File: src/rtl/digipot_pkg.sv
package digipot_pkg;
  localparam int BYTE_BITS = 8;
  localparam int RS_BIT = 6;
  localparam int SD_BIT = 5;

  typedef enum logic [2:0] {
    ST_IDLE, ST_ADDR, ST_INSTR, ST_WDATA, ST_RDATA
  } bus_st_t;

  typedef struct packed {
    logic rxBit;
    logic shiftIn;
    logic loadInstr;
    logic writeData;
    logic loadTx;
    logic shiftTx;
    logic endTxn;
  } dp_ctl_t;
endpackage

File: src/rtl/digipot_ctrl.sv
module digipot_ctrl
  import digipot_pkg::*;
#(
  parameter int SYNC_STAGES = 2,
  parameter logic [5:0] ADDR_HI = 6'b010110
) (
  input  logic clk,
  input  logic rstN,
  input  logic sclIn,
  input  logic sdaIn,
  input  logic addrStrap,
  input  logic [BYTE_BITS-1:0] rxByte,
  input  logic txNext,
  input  logic wiperMsb,
  output dp_ctl_t ctl,
  output logic sdaPullLow,
  output logic sclSync
);
  localparam int CNT_W = $clog2(BYTE_BITS + 1);
  localparam logic [CNT_W-1:0] LAST = CNT_W'(BYTE_BITS);

  logic [SYNC_STAGES-1:0] sclPipe, sdaPipe;
  logic sclS, sdaS, sclD, sdaD;
  logic sclRise, sclFall, startEv, stopEv;
  bus_st_t st, stNxt;
  logic [CNT_W-1:0] bitCnt, cntNxt;
  logic ackOn, ackNxt, rdMode, rwNxt, pullNxt;
  logic [6:0] devAddr;

  always_ff @(posedge clk or negedge rstN) begin
    if (!rstN) begin
      sclPipe <= '1;
      sdaPipe <= '1;
      sclD <= 1'b1;
      sdaD <= 1'b1;
    end else begin
      sclPipe <= {sclPipe[SYNC_STAGES-2:0], sclIn};
      sdaPipe <= {sdaPipe[SYNC_STAGES-2:0], sdaIn};
      sclD <= sclS;
      sdaD <= sdaS;
    end
  end

  assign sclS = sclPipe[SYNC_STAGES-1];
  assign sdaS = sdaPipe[SYNC_STAGES-1];
  assign sclSync = sclS;
  assign sclRise = sclS & ~sclD;
  assign sclFall = ~sclS & sclD;
  assign startEv = sclS & sclD & sdaD & ~sdaS;
  assign stopEv = sclS & sclD & ~sdaD & sdaS;
  assign devAddr = {ADDR_HI, addrStrap};

  always_comb begin
    ctl = '0;
    ctl.rxBit = sdaS;
    stNxt = st;
    cntNxt = bitCnt;
    ackNxt = ackOn;
    rwNxt = rdMode;
    pullNxt = sdaPullLow;
    if (startEv || stopEv) begin
      stNxt = startEv ? ST_ADDR : ST_IDLE;
      cntNxt = '0;
      ackNxt = 1'b0;
      pullNxt = 1'b0;
      ctl.endTxn = 1'b1;
    end else if (st == ST_RDATA) begin
      if (sclRise) begin
        if (bitCnt != LAST) cntNxt = bitCnt + 1'b1;
        else if (sdaS) stNxt = ST_IDLE;
        else ackNxt = 1'b1;
      end else if (sclFall) begin
        if (bitCnt == LAST) begin
          if (ackOn) begin
            ctl.loadTx = 1'b1;
            pullNxt = ~wiperMsb;
            cntNxt = '0;
            ackNxt = 1'b0;
          end else begin
            pullNxt = 1'b0;
          end
        end else if (bitCnt != '0) begin
          ctl.shiftTx = 1'b1;
          pullNxt = ~txNext;
        end
      end
    end else if (st != ST_IDLE) begin
      if (sclRise && bitCnt != LAST) begin
        ctl.shiftIn = 1'b1;
        cntNxt = bitCnt + 1'b1;
      end else if (sclFall && bitCnt == LAST) begin
        if (!ackOn) begin
          if (st == ST_ADDR) begin
            if (rxByte[BYTE_BITS-1:1] == devAddr) begin
              pullNxt = 1'b1;
              ackNxt = 1'b1;
              rwNxt = rxByte[0];
            end else begin
              stNxt = ST_IDLE;
            end
          end else begin
            pullNxt = 1'b1;
            ackNxt = 1'b1;
            ctl.loadInstr = (st == ST_INSTR);
            ctl.writeData = (st == ST_WDATA);
          end
        end else begin
          pullNxt = 1'b0;
          ackNxt = 1'b0;
          cntNxt = '0;
          if (st == ST_ADDR) begin
            if (rdMode) begin
              stNxt = ST_RDATA;
              ctl.loadTx = 1'b1;
              pullNxt = ~wiperMsb;
            end else begin
              stNxt = ST_INSTR;
            end
          end else begin
            stNxt = ST_WDATA;
          end
        end
      end
    end
  end

  always_ff @(posedge clk or negedge rstN) begin
    if (!rstN) begin
      st <= ST_IDLE;
      bitCnt <= '0;
      ackOn <= 1'b0;
      rdMode <= 1'b0;
      sdaPullLow <= 1'b0;
    end else begin
      st <= stNxt;
      bitCnt <= cntNxt;
      ackOn <= ackNxt;
      rdMode <= rwNxt;
      sdaPullLow <= pullNxt;
    end
  end
endmodule

File: src/rtl/digipot_dp.sv
module digipot_dp
  import digipot_pkg::*;
(
  input  logic clk,
  input  logic rstN,
  input  dp_ctl_t ctl,
  output logic [BYTE_BITS-1:0] rxByte,
  output logic txNext,
  output logic wiperMsb,
  output logic [BYTE_BITS-1:0] wiperCode,
  output logic shutdownOut,
  output logic rstHold
);
  localparam logic [BYTE_BITS-1:0] MIDSCALE = BYTE_BITS'(1) << (BYTE_BITS - 1);

  logic [BYTE_BITS-1:0] rxReg, txReg, wiperReg;
  logic shutReg, holdReg;

  always_ff @(posedge clk or negedge rstN) begin
    if (!rstN) begin
      rxReg <= '0;
      txReg <= '0;
      wiperReg <= MIDSCALE;
      shutReg <= 1'b0;
      holdReg <= 1'b0;
    end else begin
      if (ctl.shiftIn) rxReg <= {rxReg[BYTE_BITS-2:0], ctl.rxBit};
      if (ctl.endTxn) holdReg <= 1'b0;
      if (ctl.loadInstr) begin
        holdReg <= rxReg[RS_BIT];
        shutReg <= rxReg[SD_BIT];
        if (rxReg[RS_BIT]) wiperReg <= MIDSCALE;
      end
      if (ctl.writeData && !holdReg) wiperReg <= rxReg;
      if (ctl.loadTx) txReg <= wiperReg;
      else if (ctl.shiftTx) txReg <= {txReg[BYTE_BITS-2:0], 1'b0};
    end
  end

  assign rxByte = rxReg;
  assign txNext = txReg[BYTE_BITS-2];
  assign wiperMsb = wiperReg[BYTE_BITS-1];
  assign wiperCode = wiperReg;
  assign shutdownOut = shutReg;
  assign rstHold = holdReg;
endmodule

File: src/rtl/digipot_i2c.sv
module digipot_i2c
  import digipot_pkg::*;
#(
  parameter int SYNC_STAGES = 2,
  parameter logic [5:0] ADDR_HI = 6'b010110
) (
  input  logic clk,
  input  logic rstN,
  input  logic sclIn,
  input  logic sdaIn,
  input  logic addrStrap,
  output logic sdaPullLow,
  output logic [BYTE_BITS-1:0] wiperCode,
  output logic shutdownOut
);
  dp_ctl_t ctl;
  logic [BYTE_BITS-1:0] rxByte;
  logic txNext, wiperMsb, sclSync, rstHold;

  digipot_ctrl #(.SYNC_STAGES(SYNC_STAGES), .ADDR_HI(ADDR_HI)) u_ctrl (
    .clk(clk), .rstN(rstN), .sclIn(sclIn), .sdaIn(sdaIn),
    .addrStrap(addrStrap), .rxByte(rxByte), .txNext(txNext),
    .wiperMsb(wiperMsb), .ctl(ctl), .sdaPullLow(sdaPullLow),
    .sclSync(sclSync)
  );

  digipot_dp u_dp (
    .clk(clk), .rstN(rstN), .ctl(ctl), .rxByte(rxByte),
    .txNext(txNext), .wiperMsb(wiperMsb), .wiperCode(wiperCode),
    .shutdownOut(shutdownOut), .rstHold(rstHold)
  );
endmodule

File: config.mk
export PLATFORM = sky130hd
export DESIGN_NAME = digipot_i2c
export DESIGN_NICKNAME = d
export VERILOG_FILES = /design/src/rtl/digipot_pkg.sv /design/src/rtl/digipot_ctrl.sv /design/src/rtl/digipot_dp.sv /design/src/rtl/digipot_i2c.sv
export SDC_FILE = /design/constraint.sdc
export NUM_CORES = 1
export LEC_CHECK = 0
export ABC_AREA = 1
export BUFFER_PORTS_ARGS = -buffer_cell sky130_fd_sc_hd__buf_4
export CAP_MARGIN = 10
export CORE_ASPECT_RATIO = 0.6
export CORE_UTILIZATION = 30
export CTS_BUF_LIST = sky130_fd_sc_hd__clkbuf_8
export DETAILED_ROUTE_END_ITERATION = 10
export PLACE_DENSITY = 0.54
export SLEW_MARGIN = 15
export SYNTH_ARGS = -nofsm -noshare
export SYNTH_HDL_FRONTEND = slang
export SYNTH_SLANG_ARGS = --single-unit
File: constraint.sdc
create_clock -name clk -period 1.86 [get_ports clk]
set_input_delay 0 -clock clk [delete_from_list [all_inputs] [get_ports clk]]
set_output_delay 0 -clock clk [all_outputs]
set_load 0.02 [all_outputs]
==> flow_metrics.py <==
metrics = {
    "global_routing": {
        "grt_pass1_wl_um": 10560,
        "grt_usage": 0.1625,
        "overflow": 0,
        "grt_pass1_vias": 2028,
        "antenna_found_initial": 0,
        "grt_max_degree": 42,
    },
    "synthesis": {
        "synth.most_common_cell": "nand2_1",
        "syn_area_sq_um": 2422,
        "synth_cell_types": 33,
        "synth_top_cell_by_area": "dfrtp_1",
        "syn_area_per_cell_sq_um": 7.789,
        "ys_warn_count": 0,
        "ys_top_cells_by_area": "dfrtp_1 (35%), nand2_1 (15%), nand3_1 (8.7%)",
        "synth_fp_nets": 321,
        "synth_top_area_frac": 0.3512,
        "async_flop_share": 1.000,
        "synth-seq-area-share": 0.4272,
        "postSynthCellCount": 311,
        "synthTopCellsByCount": "nand2_1 (99), nand3_1 (42), dfrtp_1 (34), inv_1 (27), nor2_1 (20)",
        "ys.flop_type": "dfrtp_1",
        "synth-edff-count": 0,
        "synth_seq_cells": 41,
    },
    "worst_setup_path": {
        "crit_top_cell": "nand2_1",
        "cp_slowest_stage_delay_ps": 590,
        "worstPathArrival_ps": 1950,
        "start_kind": "register",
        "crit_path_end_kind": "register",
        "cp_num_buf_inv": 0,
        "reg2reg_to": "u_ctrl.st[2]$_DFFE_PN0P_",
        "slowest_stage": "dfstp_2",
        "r2r_start": "u_ctrl.sclD$_DFF_PN1_",
        "r2r_slack_ps": 100,
        "crit_chain": "ha_4, nand4_4, nor2_4, nor2_2, nor2_4, nand2_1, nand2_1, nand2_1",
        "crit_family": "simple AND/OR/NAND/NOR gates",
        "required_ps": 2050,
        "path_class": "reg2reg",
        "cp_max_fo": 6,
        "r2r_cells": 8,
    },
    "placement": {
        "place_hpwl_um": 4752,
        "place_area_sq_um": 2716,
        "port_buffers": 14,
        "place.gp.congestion": 0.8980,
    },
    "sta": {
        "slew_headroom": 0.6377,
        "setup-violations-final": 0,
        "worst_slew_pin_slew_ps": 543.4,
        "timing.final.hold_violations": 0,
        "period_minus_slack_ps": 1761,
        "fin_hold_ws_ps": 138.2,
        "drv_slew": 0,
        "skew_ps": 8.296,
        "grt_setup_unrepaired": "yes",
        "finalCritPeriodShare": 0.9467,
        "clock.fmax_ghz": 0.5679,
    },
    "power_and_ir_drop": {
        "power.density_nw_per_um2": 1041,
        "power_mw": 3.075,
        "p_leak_nw": 1.411,
        "vdd_drop_max_v": 0.0005092,
    },
    "die": {
        "start_util": 0.3214,
        "die_w_um": 118.0,
        "io_pins": 15,
        "fp-row-count": 24,
        "die_area_sq_um": 8450,
        "die_y_um": 71.61,
        "design.core.area_sq_um": 7537,
    },
    "routing": {
        "drt-initial-drc-count": 147,
        "dr.pass1.iters": 5,
        "wirelength_um": 6358,
        "routedWlPerCell_um": 14.13,
        "ant_nets": 0,
        "drt_drc_violations_left": 0,
        "via_per_inst": 4.811,
        "vias": 2165,
    },
    "finish": {
        "num-nets-final": 355,
        "fin_area_sq_um": 2954,
        "nFillCells": 786,
        "drive_above_1_share": 0.2312,
        "syn2layout_area_growth_pct": 21.95,
        "insertedDiodeCount": 0,
    },
    "flow_run": {
        "maxCapViolations": 0,
    },
    "clock_network": {
        "cts_tree": "yes",
        "clkLatencyLatePin_ps": 300,
        "cts_buffer_depth": 2,
        "cts_root_buffer": "clkbuf_8",
        "htree_levels": 2,
        "cts.sinks": 41,
        "clkTransAtPathRegs_ps": 80,
        "cts_buffers": 5,
    },
    "worst_hold_path": {
        "hold_end": "u_ctrl.rdMode$_DFFE_PN0P_",
        "hold_class": "in2reg",
        "hold_depth": 6,
        "hp-start": "addrStrap",
    },
    "run_status": {
        "status": "finished clean",
    },
}
==> cell families after synthesis <==
group | after synthesis | synth area share
compound gates | 26 | 0.05734
flops | 41 | 0.4272
buf+inv | 36 | 0.06560
simple gates | 203 | 0.4241
fa+ha+maj | 5 | 0.02583
==> cell usage in the layout (no fill, tap or decap), types with 3 or more instances in the layout <==
master	n
nor2_2	5
buf_4	29
nand2_4	4
nand2_1	97
dlygate4sd3_1	3
a21oi_1	3
o21ai_1	11
ha_4	4
dfstp_2	7
nor2_1	19
inv_1	29
nor2_4	4
clkbuf_8	6
dfrtp_1	34
o21ai_0	9
nand2_2	4
nand4_1	14
nand3_1	42
==> cell type report <==
cell class                 count  area (sq um)  area share
clock buffer                   6         82.58     0.02795
clock inverter                 2         7.507    0.002541
inverter                      30         115.1     0.03897
multi-input combinational    234          1316      0.4456
sequential                    41          1035      0.3503
tap                          104         130.1     0.04405
timing repair buffer          33         267.8     0.09064
==> metal layers <==
| metal | global-route usage | part of all wire |
|---|---|---|
| met5 | 0 | 0 |
| met4 | 0.03846 | 0 |
| met3 | 0.05175 | 0.056 |
| met2 | 0.1954 | 0.36 |
| met1 | 0.2646 | 0.58 |
==> where the power goes <==
part           switching (mW)  internal, mW
clock                   0.329         0.292
combinational           0.774         0.426
sequential              0.200          1.05
total                    1.30          1.77
==> registers in the layout, indices dropped and copies added (netlist names) <==
name / flops
u_ctrl.ackOn: 1
u_ctrl.bitCnt: 4
u_ctrl.rdMode: 1
u_ctrl.sclD: 1
u_ctrl.sclPipe: 2
u_ctrl.sdaD: 1
u_ctrl.sdaPipe: 2
u_ctrl.sdaPullLow: 1
u_ctrl.st: 3
u_dp.rstHold: 1
u_dp.rxByte: 8
u_dp.shutdownOut: 1
u_dp.txReg: 7
u_dp.wiperCode: 8
==> through the flow <==
stage          TNS (ps)  instances  setup WS (ps)    util
4_1_cts          -72.35        446         -16.49  0.3767
6_report              0        450          99.23  0.3919
3_5_place_dp     -46.56        435         -18.35  0.3604
2_1_floorplan         0        311          118.9       -
5_1_grt          -22.49        450         -16.60  0.3919
3_3_place_gp     -90.46        435         -17.43  0.3604
==> worst min-delay path: stages <==
cell and delay (ps):
buf_4 90, nand2_1 50, nand3_1 100, nor3_1 60
nand4_1 60, nand2_1 50
==> worst max path at each step <==
| stage | startpoint | end | slack (ps) | depth (start not counted) |
|---|---|---|---|---|
| detailed placement | u_ctrl.sclD$_DFF_PN1_ | u_dp.wiperCode[1]$_DFFE_PN0P_ | -20 | 6 |
| global route | u_ctrl.sclD$_DFF_PN1_ | u_ctrl.st[1]$_DFFE_PN0P_ | -20 | 8 |
| floorplan | u_ctrl.sclD$_DFF_PN1_ | u_dp.txReg[1]$_DFFE_PN0P_ | 120 | 9 |
| global placement | u_ctrl.sclD$_DFF_PN1_ | u_ctrl.sdaPullLow$_DFFE_PN0P_ | -20 | 10 |
| finish | u_ctrl.sclD$_DFF_PN1_ | u_ctrl.st[2]$_DFFE_PN0P_ | 100 | 8 |
| CTS | u_ctrl.sclD$_DFF_PN1_ | u_dp.txReg[4]$_DFFE_PN0P_ | -20 | 7 |
==> what timing repair did <==
action | in CTS | in global routing
endpoints found under the setup margin | 9 | 25
hold buffers | 3 | 0
hold endpoints to repair | 36 | 0
setup buffers | 0 | 4
gates resized for setup | 1 | 16
pin swaps | 0 | 3
Power figures use the tool's default switching activity.
